[config.mk]
export PLATFORM = sky130hd
export DESIGN_NAME = fb_scanout
export DESIGN_NICKNAME = d
export VERILOG_FILES = /design/src/rtl/fb_scan_pkg.sv /design/src/rtl/fb_scan_regs.sv /design/src/rtl/fb_scan_raster.sv /design/src/rtl/fb_scan_unpack.sv /design/src/rtl/fb_scanout.sv
export SDC_FILE = /design/constraint.sdc
export NUM_CORES = 1
export LEC_CHECK = 0
export BUFFER_PORTS_ARGS = -buffer_cell sky130_fd_sc_hd__buf_2
export CAP_MARGIN = 20
export CELL_PAD_IN_SITES_DETAIL_PLACEMENT = 2
export CELL_PAD_IN_SITES_GLOBAL_PLACEMENT = 2
export CORE_MARGIN = 1.5
export CORE_UTILIZATION = 32
export CTS_CLUSTER_SIZE = 14
export DETAILED_ROUTE_END_ITERATION = 8
export PLACE_DENSITY_LB_ADDON = 0.1
export SETUP_SLACK_MARGIN = 0.3
export SKIP_LAST_GASP = 1
export SLEW_MARGIN = 20
export SYNTH_ARGS = -nofsm -noshare
export SYNTH_HDL_FRONTEND = slang
export SYNTH_SLANG_ARGS = --single-unit
export TNS_END_PERCENT = 20
[constraint.sdc]
create_clock -name clk -period 5 [get_ports clk]
set_input_delay 0.75 -clock clk [delete_from_list [all_inputs] [get_ports clk]]
set_output_delay 0.75 -clock clk [all_outputs]
set_load 0.05 [all_outputs]
[src/rtl/fb_scan_pkg.sv]
package fb_scan_pkg;

    localparam int WORD_W      = 32;
    localparam int BYTE_SHIFT  = 2;
    localparam int STRIDE_LOG2 = 10;
    localparam int BASE_BITS   = 11;
    localparam int BASE_LSB    = WORD_W - BASE_BITS;
    localparam int ROW_BITS    = BASE_LSB - STRIDE_LOG2 - BYTE_SHIFT;
    localparam int ROW_LSB     = STRIDE_LOG2 + BYTE_SHIFT;

    localparam logic [1:0] IDX_BASE = 2'd0;
    localparam logic [1:0] IDX_CTRL = 2'd1;
    localparam int CTL_EN_BIT  = 0;
    localparam int CTL_ROT_BIT = 1;

    typedef struct packed {
        logic [7:0] r;
        logic [7:0] g;
        logic [7:0] b;
    } rgb_t;

    typedef struct packed {
        logic rot;
        logic en;
    } ctl_t;

    function automatic rgb_t unpack_word(input logic [WORD_W-1:0] w);
        rgb_t c;
        c.r = w[23:16];
        c.g = w[15:8];
        c.b = w[7:0];
        return c;
    endfunction

    function automatic logic [WORD_W-1:0] pix_addr(input logic [BASE_BITS-1:0] base,
                                                  input logic [WORD_W-1:0] col,
                                                  input logic [WORD_W-1:0] row);
        return {base, {BASE_LSB{1'b0}}} | (row << ROW_LSB) | (col << BYTE_SHIFT);
    endfunction

endpackage

[src/rtl/fb_scan_regs.sv]
module fb_scan_regs
    import fb_scan_pkg::*;
(
    input  logic                 clk,
    input  logic                 rst,
    input  logic                 wr_en,
    input  logic [1:0]           wr_idx,
    input  logic [WORD_W-1:0]    wr_data,
    input  logic                 frame_start,
    output logic                 disp_en,
    output logic [BASE_BITS-1:0] act_base,
    output logic                 act_rot
);

    logic [BASE_BITS-1:0] base_sh;
    ctl_t                 ctl_sh;
    logic                 unused_wdata;

    assign unused_wdata = ^wr_data[BASE_LSB-1:2];

    always_ff @(posedge clk) begin
        if (rst) begin
            base_sh  <= '0;
            ctl_sh   <= '0;
            act_base <= '0;
            act_rot  <= 1'b0;
        end else begin
            if (wr_en && wr_idx == IDX_BASE)
                base_sh <= wr_data[WORD_W-1 -: BASE_BITS];
            if (wr_en && wr_idx == IDX_CTRL) begin
                ctl_sh.en  <= wr_data[CTL_EN_BIT];
                ctl_sh.rot <= wr_data[CTL_ROT_BIT];
            end
            if (frame_start) begin
                act_base <= base_sh;
                act_rot  <= ctl_sh.rot;
            end
        end
    end

    assign disp_en = ctl_sh.en;

    // frame settings move only on a frame boundary
    a_r7_latched_at_frame: assert property (@(posedge clk) disable iff (rst)
        !frame_start |=> ($stable(act_base) && $stable(act_rot)));

endmodule

[src/rtl/fb_scan_raster.sv]
module fb_scan_raster
    import fb_scan_pkg::*;
#(
    parameter int H_VIS = 640,
    parameter int V_VIS = 480
)(
    input  logic                 clk,
    input  logic                 rst,
    input  logic                 frame_start,
    input  logic                 pix_adv,
    input  logic                 disp_en,
    input  logic [BASE_BITS-1:0] base,
    input  logic                 rot,
    output logic                 rd_en,
    output logic [WORD_W-1:0]    rd_addr
);

    localparam int XW = $clog2(H_VIS);
    localparam int YW = $clog2(V_VIS);
    localparam logic [XW-1:0] X_LAST = XW'(H_VIS - 1);
    localparam logic [YW-1:0] Y_LAST = YW'(V_VIS - 1);

    logic [XW-1:0] x_q, mx;
    logic [YW-1:0] y_q, my;
    logic          scan_q;
    logic [WORD_W-1:0] addr_d;

    always_comb begin
        mx     = rot ? (X_LAST - x_q) : x_q;
        my     = rot ? (Y_LAST - y_q) : y_q;
        addr_d = pix_addr(base, WORD_W'(mx), WORD_W'(my));
    end

    always_ff @(posedge clk) begin
        if (rst) begin
            x_q     <= '0;
            y_q     <= '0;
            scan_q  <= 1'b0;
            rd_en   <= 1'b0;
            rd_addr <= '0;
        end else begin
            rd_en <= 1'b0;
            if (frame_start) begin
                x_q    <= '0;
                y_q    <= '0;
                scan_q <= 1'b1;
            end else if (pix_adv && scan_q) begin
                rd_en   <= disp_en;
                rd_addr <= addr_d;
                if (x_q == X_LAST) begin
                    x_q <= '0;
                    if (y_q == Y_LAST) scan_q <= 1'b0;
                    else               y_q <= y_q + 1'b1;
                end else begin
                    x_q <= x_q + 1'b1;
                end
            end
        end
    end

    // a disabled display never produces a request
    a_r6_no_read_when_off: assert property (@(posedge clk) disable iff (rst)
        !disp_en |=> !rd_en);
    // nothing is fetched outside an active frame
    a_r5_idle_no_read: assert property (@(posedge clk) disable iff (rst)
        (!scan_q && !frame_start) |=> !rd_en);
    // only the visible columns of each row are fetched
    a_r3_col_in_window: assert property (@(posedge clk) disable iff (rst)
        rd_en |-> (32'(rd_addr[BYTE_SHIFT +: STRIDE_LOG2]) < H_VIS));
    // only the visible rows are fetched
    a_r3_row_in_window: assert property (@(posedge clk) disable iff (rst)
        rd_en |-> (32'(rd_addr[ROW_LSB +: ROW_BITS]) < V_VIS));

endmodule

[src/rtl/fb_scan_unpack.sv]
module fb_scan_unpack
    import fb_scan_pkg::*;
#(
    parameter int RD_LAT = 1
)(
    input  logic              clk,
    input  logic              rst,
    input  logic              disp_en,
    input  logic              rd_en,
    input  logic [WORD_W-1:0] rd_data,
    output rgb_t              pix
);

    logic [RD_LAT-1:0] pend;
    logic              ret_vld;
    logic              unused_top;

    assign unused_top = ^rd_data[WORD_W-1:24];

    generate
        if (RD_LAT == 1) begin : g_lat1
            always_ff @(posedge clk) begin
                if (rst) pend <= '0;
                else     pend <= rd_en;
            end
        end else begin : g_latn
            always_ff @(posedge clk) begin
                if (rst) pend <= '0;
                else     pend <= {pend[RD_LAT-2:0], rd_en};
            end
        end
    endgenerate

    assign ret_vld = pend[RD_LAT-1];

    always_ff @(posedge clk) begin
        if (rst || !disp_en) pix <= '0;
        else if (ret_vld)    pix <= unpack_word(rd_data);
    end

    // disabled display shows black
    a_r6_black_when_off: assert property (@(posedge clk) disable iff (rst)
        !disp_en |=> (pix == '0));

endmodule

[src/rtl/fb_scanout.sv]
module fb_scanout
    import fb_scan_pkg::*;
#(
    parameter int H_VIS  = 640,
    parameter int V_VIS  = 480,
    parameter int RD_LAT = 1
)(
    input  logic        clk,
    input  logic        rst,
    input  logic        reg_wr,
    input  logic [1:0]  reg_idx,
    input  logic [31:0] reg_wdata,
    input  logic        frame_start,
    input  logic        pix_adv,
    output logic        rd_en,
    output logic [31:0] rd_addr,
    input  logic [31:0] rd_data,
    output logic [7:0]  pix_r,
    output logic [7:0]  pix_g,
    output logic [7:0]  pix_b
);

    logic                 disp_en;
    logic [BASE_BITS-1:0] act_base;
    logic                 act_rot;
    rgb_t                 pix;

    fb_scan_regs u_regs (
        .clk         (clk),
        .rst         (rst),
        .wr_en       (reg_wr),
        .wr_idx      (reg_idx),
        .wr_data     (reg_wdata),
        .frame_start (frame_start),
        .disp_en     (disp_en),
        .act_base    (act_base),
        .act_rot     (act_rot)
    );

    fb_scan_raster #(.H_VIS(H_VIS), .V_VIS(V_VIS)) u_raster (
        .clk         (clk),
        .rst         (rst),
        .frame_start (frame_start),
        .pix_adv     (pix_adv),
        .disp_en     (disp_en),
        .base        (act_base),
        .rot         (act_rot),
        .rd_en       (rd_en),
        .rd_addr     (rd_addr)
    );

    fb_scan_unpack #(.RD_LAT(RD_LAT)) u_unpack (
        .clk     (clk),
        .rst     (rst),
        .disp_en (disp_en),
        .rd_en   (rd_en),
        .rd_data (rd_data),
        .pix     (pix)
    );

    assign pix_r = pix.r;
    assign pix_g = pix.g;
    assign pix_b = pix.b;

endmodule

==> impl_metrics.ini, run 1 <==
[power]
peakVddDrop_mv = 0.137
p_leak_nw = 1.88
p_per_area_nw_per_um2 = 336

[logic_synthesis]
synth_seq_cells = 101
syn-instance-count = 421
synth-seq-area-share_pct = 50.9
syn_area_per_cell_sq_um = 9.43
synthDistinctLibCells = 36
netlist.top_cell.by_area = dfxtp_1
ys_top_cells_by_area = dfxtp_1, mux2i_1, nor2_1
yosys_warnings = 0
synth_area_sq_um = 3970
synth_top_area_share_pct = 50.9

[sta]
fin_crit_ns = 2.17
slew_headroom_pct = 30.7
hold_violations = 0
final.setup.tns_ns = 0
clock_skew_ns = 0.00355
worstMarginPinSlew_ns = 1.04
rsz0062_at_grt = false
finalCritPeriodShare_pct = 43.3
max_freq_ghz = 0.461
maxSlewViolCount = 0
fin_hold_ws_ns = 0.452
finalSetupViolCount = 0

[worst_setup_path]
crit_family = simple AND/OR/NAND/NOR gates
arrival_ns = 2.44
cpPeakStageDelay_ns = 0.68
crit_type = in -> reg
end_kind = flop
critPathBufInv = 1
reg2reg_depth = 4
crit_cells = 5
cp_max_fo = 20
crit_chain = buf_2 -> nand4_2 -> or4_4 -> or4_1 -> a21oi_1
critPathLaunchType = primary input
crit_path_top_delay_cell = or4_4
crit_required_ns = 5.27

[cells_and_area]
finish.utilization_pct = 40.8
stdcell_area_sq_um = 4920
nFillCells = 1356
seqCellArea_sq_um = 2020
drive_above_1_share_pct = 24.4
final_common_cell = dfxtp_1
area_growth_pct = 23.9
multi_input_area_sq_um = 1810
antenna_cells = 0
instances_no_fill = 677
layout_common_cells = dfxtp_1, buf_2, nor2_1, mux2i_1, nand2_1
nets = 581

[global_route]
grt_remaining_overflow = 0
grt_usage_pct = 16.4
grt_pass1_vias = 3232
antenna_found_initial = 0
grt_pass1_wl_um = 16600
grt_start_max_net_pins = 48

[clock_tree]
clkLatencyLatePin_ns = 0.34
clock_path_buffers = 2
clockRootBuffer = clkbuf_16
cts_setup_buffers = 0
clkTransAtPathRegs_ns = 0.06
postCtsHoldBufs = 0
cts_tree = yes
cts_sinks = 101
htreeDepth = 3
ctsResizeCount = 0
cts-buffers-inserted = 9

[route]
final_antenna_net_count = 0
wl_um = 10400
drt_drc_violations_left = 0
drt_first_pass_iters = 4
num_vias = 3261
drt_iter0_markers = 100
post_drt_wl_per_cell_um = 15.3
viasPerCell = 4.82

[run_status]
status = finished clean

[floorplan]
die_h_um = 114
die_w_um = 114
initial_core_util_pct = 32.9
io_pins = 128
num_rows = 40
design.core.area_sq_um = 12100
fp.dieArea_sq_um = 13100

[placement]
place_area_sq_um = 4580
dp_hpwl_um = 7160
gp_congestion = 0.706
port_buffers = 98
placed_cells = 660

[run]
cap_violations = 0

[hold_path]
hold_depth = 2
hold_path.class = reg -> reg
==> Yosys cell counts, drive strengths merged <==
library cell and count:
dfxtp 101, nor2 81, mux2i 51, nand2 35, clkbuf 24, a21oi 20
a211oi 17, xnor2 17, nand3 9, buf 7, or4 7, xor2 7
ha 6, inv 6, nand4 5, o31ai 5, o41ai 3, or2 3
nor2b 2, nor3 2, nor4 2, o311ai 2, and3 1, and4 1
conb 1, nand2b 1, nand3b 1, nor3b 1, o211ai 1, o21ai 1
or3 1
==> routing by layer <==
layer	vias up	global-route usage (%)	wire length, um
met5	-	0	0
met4	0	7.25	136
met3	9	3.12	426
met2	69	27.4	4960
met1	1592	20.7	4860
li1	1591	-	-
==> stage by stage <==
step	total power [mW]	setup WS, ns
after detailed placement	0.944	2.48
after CTS	1.68	2.85
after global routing	1.72	2.67
after global placement	0.941	2.53
final	1.65	2.83
after floorplan	0.907	2.78
==> flip-flops by register name, summed over array words and instances, names as in the netlist <==
register,count
u_raster.rd_addr,30
u_raster.rd_en,1
u_raster.scan_q,1
u_raster.x_q,10
u_raster.y_q,9
u_regs.act_base,11
u_regs.act_rot,1
u_regs.base_sh,11
u_regs.ctl_sh,1
u_regs.disp_en,1
u_unpack.pend,1
u_unpack.pix,24
==> where the power goes <==
group	internal (mW)	switching [mW]
clock	0.428	0.297
sequential	0.816	0.00829
combinational	0.0343	0.0668
==> layout make-up <==
| cell class | instances | share of cell area (%) |
|---|---|---|
| Timing Repair Buffer | 102 | 11.0 |
| Tap cell | 168 | 4.28 |
| Clock inverter | 3 | 0.865 |
| Sequential cell | 101 | 41.1 |
| Multi-Input combinational cell | 284 | 36.8 |
| Clock buffer | 13 | 5.50 |
| Inverter | 6 | 0.458 |
==> final timing paths <==
path	startpoint	end	slack (ns)
setup / recovery	pix_adv	u_raster.y_q[6]	2.83
setup reg to reg	u_raster.scan_q	u_raster.y_q[6]	2.91
hold / removal	u_regs.act_base[6]	u_raster.rd_addr[27]	0.45
hold reg to reg	u_regs.act_base[6]	u_raster.rd_addr[27]	0.45
==> kinds of logic after synthesis <==
kind of cell	count (synthesis)	share of synthesized area (%)
AOI/OAI and AO/OA	49	8.10
adders and majority gates	6	1.89
DFF	101	50.9
xor gates and xnor gates	24	5.30
other	1	0.0945
and+or+nand+nor	152	16.9
buffers and inverters	37	3.91
muxes	51	12.9
==> worst register-to-register path, cell delays in order, from the launching register on <==
cell	delay, ns
dfxtp_1	0.47
nand4_2	0.18
or4_4	0.68
or4_1	0.55
a21oi_1	0.15
No activity file was read; power rests on OpenSTA's default activity.
==> run 2: changes to the inputs <==
--- a/config.mk
+++ b/config.mk
@@ -10,7 +10,7 @@
 export CELL_PAD_IN_SITES_DETAIL_PLACEMENT = 2
 export CELL_PAD_IN_SITES_GLOBAL_PLACEMENT = 2
 export CORE_MARGIN = 1.5
-export CORE_UTILIZATION = 32
+export CORE_UTILIZATION = 27
 export CTS_CLUSTER_SIZE = 14
 export DETAILED_ROUTE_END_ITERATION = 8
 export PLACE_DENSITY_LB_ADDON = 0.1
==> constraint.sdc (replaced) <==
create_clock -name clk -period 1.8 [get_ports clk]
set_input_delay 0.27 -clock clk [delete_from_list [all_inputs] [get_ports clk]]
set_output_delay 0.27 -clock clk [all_outputs]
set_load 0.05 [all_outputs]
==> impl_metrics.ini, run 2 (synthesis gave the netlist of run 1 again) <==
[worst_setup_path]
crit_required_ns = 2.02
critPathLaunchType = flop
arrival_ns = 2.11
end_kind = flop
cp_max_fo = 8
crit_type = reg -> reg

[global_route]
antenna_found_initial = 0
grt_pass1_vias = 3723
grt_remaining_overflow = 0
grt_usage_pct = 15.3
grt_pass1_wl_um = 18700
grt_start_max_net_pins = 58

[clock_tree]
clkLatencyLatePin_ns = 0.36
cts-buffers-inserted = 9
clkTransAtPathRegs_ns = 0.07
clockRootBuffer = clkbuf_16
cts_sinks = 101
postCtsHoldBufs = 0
clock_path_buffers = 2
cts_tree = yes
htreeDepth = 3

[route]
viasPerCell = 4.63
post_drt_wl_per_cell_um = 15.6
drt_drc_violations_left = 0
drt_iter0_markers = 66
drt-met1-wl_um = 5230
drt_first_pass_iters = 4
final_antenna_net_count = 0
top_layer_used = met4
num_vias = 3402
wl_met3_um = 406
wl_um = 11500
wl_met2_um = 5610

[sta]
fin_crit_ns = 1.89
max_freq_ghz = 0.530
finalSetupViolCount = 6
maxSlewViolCount = 0
setup_ws_ns = -0.0881
finalCritPeriodShare_pct = 105
hold_violations = 0
rsz0062_at_grt = true
clock_skew_ns = 0.00993

[power]
peakVddDrop_mv = 0.445
power_mw = 4.60
p_leak_nw = 2.09
p_per_area_nw_per_um2 = 865

[floorplan]
design.core.area_sq_um = 14400
die_w_um = 124
io_pins = 128
die_h_um = 124
initial_core_util_pct = 27.5
fp.dieArea_sq_um = 15400
num_rows = 44

[cells_and_area]
largest_reg_flops = 30
drive_above_1_share_pct = 33.5
layout_common_cells = buf_2, dfxtp_1, nor2_1, mux2i_1, buf_4
final_common_cell = buf_2
instances_no_fill = 734
nets = 621
regMostFlops = u_raster.rd_addr
stdcell_area_sq_um = 5320
finish.utilization_pct = 36.8
area_growth_pct = 33.9
reg_top3 = u_raster.rd_addr (30), u_unpack.pix (24)

[hold_path]
hold_path.class = in -> reg

[run_status]
status = finished, violations left
violations = setup timing

[run]
cap_violations = 0

[placement]
pre_cts_ws_ns = -0.121
gp_congestion = 0.753
dp_hpwl_um = 7860
place_area_sq_um = 4900
placed_cells = 709
port_buffers = 98
## run 2: cell types whose count changed in the layout (fill, tap and decap cells not counted), moves of 3 or more
cell      change
inv_6         +3
dfxtp_2       +8
buf_4        +38
or4_4         +3
dfxtp_1       -9
clkbuf_8      -3
## run 2: worst paths after layout
kind	from	end	slack (ns)	cells after the start
hold / removal	reg_wdata[26]	u_regs.base_sh[5]	0.15	3
setup reg to reg	u_raster.x_q[6]	u_raster.y_q[7]	-0.09	5
hold reg to reg	u_raster.rd_addr[26]	u_raster.rd_addr[26]	0.45	2
setup / recovery	u_raster.x_q[6]	u_raster.y_q[7]	-0.09	5
## run 2: metrics by stage
stage	TNS, ns	hold WS (ns)
after global routing	-0.842	0.159
after floorplan	0	0.414
after global placement	-0.434	0.440
after detailed placement	-0.634	0.449
after CTS	-0.405	0.134
final	-0.291	0.148
## run 2: area by class of cell
| type | instances | area, sq um |
|---|---|---|
| antenna | 1 | 2.50 |
| clock buffer | 10 | 229 |
| clock inverter | 6 | 70.1 |
| inverter | 6 | 22.5 |
| fill | 1629 | 9110 |
| tap | 184 | 230 |
| sequential | 101 | 2040 |
| multi-input combinational | 285 | 1890 |
| timing repair buffer | 141 | 838 |
## run 2: worst max-delay path, cell delays in order, from the launching register on
cell and delay, ns:
dfxtp_1 0.38, nand3_2 0.14, or4_4 0.57, buf_4 0.17
o311ai_0 0.35, o41ai_1 0.14
## run 2: routing by layer
metal / track usage [%] / vias to the layer above
met5: 0 / -
li1: - / 1683
met2: 26.2 / 68
met4: 7.10 / 0
met1: 18.4 / 1639
met3: 2.97 / 12
## run 2: power breakdown
part / switching, mW / leakage [nW] / internal (mW)
sequential: 0.0177 / 0.821 / 2.27
clock: 0.921 / 0.148 / 1.10
combinational: 0.195 / 1.12 / 0.105
## run 2: timing repair
item                                    CTS  global route
cloned                                    0             1
endpoints found under the setup margin   17            32
setup buffers                             2             5
pin swaps                                 0             5
gates resized for setup                   0            12
==> run 3: changes to the inputs <==
--- a/config.mk
+++ b/config.mk
@@ -5,15 +5,13 @@
 export SDC_FILE = /design/constraint.sdc
 export NUM_CORES = 1
 export LEC_CHECK = 0
-export BUFFER_PORTS_ARGS = -buffer_cell sky130_fd_sc_hd__buf_2
 export CAP_MARGIN = 20
-export CELL_PAD_IN_SITES_DETAIL_PLACEMENT = 2
-export CELL_PAD_IN_SITES_GLOBAL_PLACEMENT = 2
 export CORE_MARGIN = 1.5
-export CORE_UTILIZATION = 27
+export CORE_UTILIZATION = 56
 export CTS_CLUSTER_SIZE = 14
 export DETAILED_ROUTE_END_ITERATION = 8
-export PLACE_DENSITY_LB_ADDON = 0.1
+export DONT_BUFFER_PORTS = 1
+export PLACE_DENSITY = 0.74
 export SETUP_SLACK_MARGIN = 0.3
 export SKIP_LAST_GASP = 1
 export SLEW_MARGIN = 20
==> impl_metrics.ini, run 3 (synthesis gave the netlist of run 1 again) <==
[worst_setup_path]
reg2reg_depth = 6
cp_max_fo = 8
r2r_slack_ns = -0.009
r2r_end = u_raster.y_q[6]
critPathBufInv = 1
end_kind = flop
rr_startpoint = u_raster.x_q[7]
cpPeakStageDelay_ns = 0.53
critPathLaunchType = flop
crit_required_ns = 2.10
crit_type = reg -> reg
crit_chain = inv_2 -> ha_4 -> nand2_2 -> or4_4 -> or4_1 -> a21oi_1
arrival_ns = 2.11
crit_family = simple AND/OR/NAND/NOR gates
crit_path_top_delay_cell = or4_1

[sta]
clock_skew_ns = 0.0129
hold_violations = 26
final.setup.tns_ns = -0.0152
max_freq_ghz = 0.553
finalCritPeriodShare_pct = 101
finalSetupViolCount = 2
slew_headroom_pct = 62.9
maxSlewViolCount = 0
setup_ws_ns = -0.00915
fin_hold_ws_ns = -0.0382
worstMarginPinSlew_ns = 0.556
fin_crit_ns = 1.81
rsz0062_at_grt = true

[clock_tree]
htreeDepth = 3
clkTransAtPathRegs_ns = 0.10
postCtsHoldBufs = 25
clock_path_buffers = 2
cts-buffers-inserted = 9
clockRootBuffer = clkbuf_8
cts_sinks = 101
clkLatencyLatePin_ns = 0.36
cts_tree = yes

[power]
p_per_area_nw_per_um2 = 826
peakVddDrop_mv = 0.478
power_mw = 3.89
p_leak_nw = 1.67

[route]
viasPerCell = 5.39
final_antenna_net_count = 0
wl_um = 8550
post_drt_wl_per_cell_um = 15.3
drt_iter0_markers = 90
drt_drc_violations_left = 0
drt_first_pass_iters = 4
num_vias = 3020

[global_route]
grt_pass1_wl_um = 12900
grt_start_max_net_pins = 61
grt_remaining_overflow = 0
grt_pass1_vias = 2847
grt_usage_pct = 22.0
antenna_found_initial = 0

[hold_path]
min_delay_worst_endpoint = u_raster.rd_addr[17]
hold_path.startpoint = rst
hold_depth = 1
hold_path.class = in -> reg

[placement]
dp_hpwl_um = 5320
pre_cts_ws_ns = -0.0437
port_buffers = 0
gp_congestion = 0.791

[cells_and_area]
final_common_cell = dfxtp_1
drive_above_1_share_pct = 14.9
regMostFlops = u_raster.rd_addr
largest_reg_flops = 30
reg_top3 = u_raster.rd_addr (30), u_unpack.pix (24)
layout_common_cells = dfxtp_1, nor2_1, mux2i_1, nand2_1, buf_4
nets = 536
area_growth_pct = 18.5
antenna_cells = 0

[run]
cap_violations = 0

[floorplan]
design.core.area_sq_um = 6830
fp.dieArea_sq_um = 7600
initial_core_util_pct = 58.1
die_h_um = 87.2
io_pins = 128
die_w_um = 87.2
num_rows = 30

[run_status]
violations = hold timing, setup timing
status = finished, violations left
-- run 3: cell types whose count changed in the layout (fill, tap and decap cells not counted), moves of 2 or more --
cell / delta
clkbuf_16: -9
dlygate4sd3_1: +25
or4_4: -2
a21oi_2: -2
o31ai_1: +2
buf_12: -2
clkbuf_8: +10
buf_4: -10
a21oi_1: +2
buf_2: -98
or4_1: +2
inv_8: +2
-- run 3: layer usage --
| metal | routed length, um | track usage [%] |
|---|---|---|
| met4 | 125 | 8.66 |
| met3 | 670 | 6.73 |
| met2 | 4200 | 38.0 |
| met1 | 3560 | 25.5 |
| met5 | 0 | 0 |
-- run 3: what timing repair did --
| item | 4_1_cts | 5_1_grt |
|---|---|---|
| gates cloned | 0 | 1 |
| setup buffers | 1 | 2 |
| endpoints found under the setup margin | 17 | 24 |
| pin swaps | 0 | 2 |
| gates resized for setup | 0 | 4 |
| hold endpoints to repair | 57 | 32 |
-- run 3: through the flow --
step	instance area, sq um	instances	utilization [%]	hold WS (ns)
2_1_floorplan	4010	422	-	0.414
3_3_place_gp	4220	515	61.7	0.347
3_5_place_dp	4220	515	61.7	0.349
4_1_cts	4660	557	68.3	-0.0466
5_1_grt	4700	560	68.9	-0.0601
6_report	4700	560	68.9	-0.0382
-- run 3: worst max path at each step --
| stage | start | endpoint | slack [ns] | cells past startpoint |
|---|---|---|---|---|
| 4_1_cts | u_raster.x_q[7] | u_raster.y_q[6] | -0.05 | 6 |
| 3_5_place_dp | u_raster.x_q[7] | u_raster.y_q[6] | -0.04 | 6 |
| 3_3_place_gp | u_raster.x_q[7] | u_raster.y_q[8] | -0.003 | 6 |
| 6_report | u_raster.x_q[7] | u_raster.y_q[6] | -0.009 | 6 |
| 2_1_floorplan | u_raster.scan_q | u_raster.y_q[4] | 0.005 | 5 |
| 5_1_grt | u_raster.x_q[7] | u_raster.y_q[3] | -0.09 | 6 |
-- run 3: final cells by class --
type	count	area, sq um
tap	96	120
fill	547	2130
clock inverter	6	52.6
sequential	101	2030
multi-input combinational	285	1850
clock buffer	10	138
inverter	6	22.5
timing repair buffer	56	483
-- run 3: worst register-to-register path: cells and delay by family (launching register included) --
family | cells | cell delay (ns)
flops | 1 | 0.34
fa+ha+maj | 1 | 0.14
buf+inv | 1 | 0.07
simple gates | 3 | 1.07
compound gates | 1 | 0.14
-- run 3: where the power goes --
| group | switching [mW] | internal (mW) |
|---|---|---|
| registers | 0.0725 | 2.27 |
| clock network | 0.823 | 0.568 |
| logic | 0.0843 | 0.0716 |
| total | 0.980 | 2.91 |
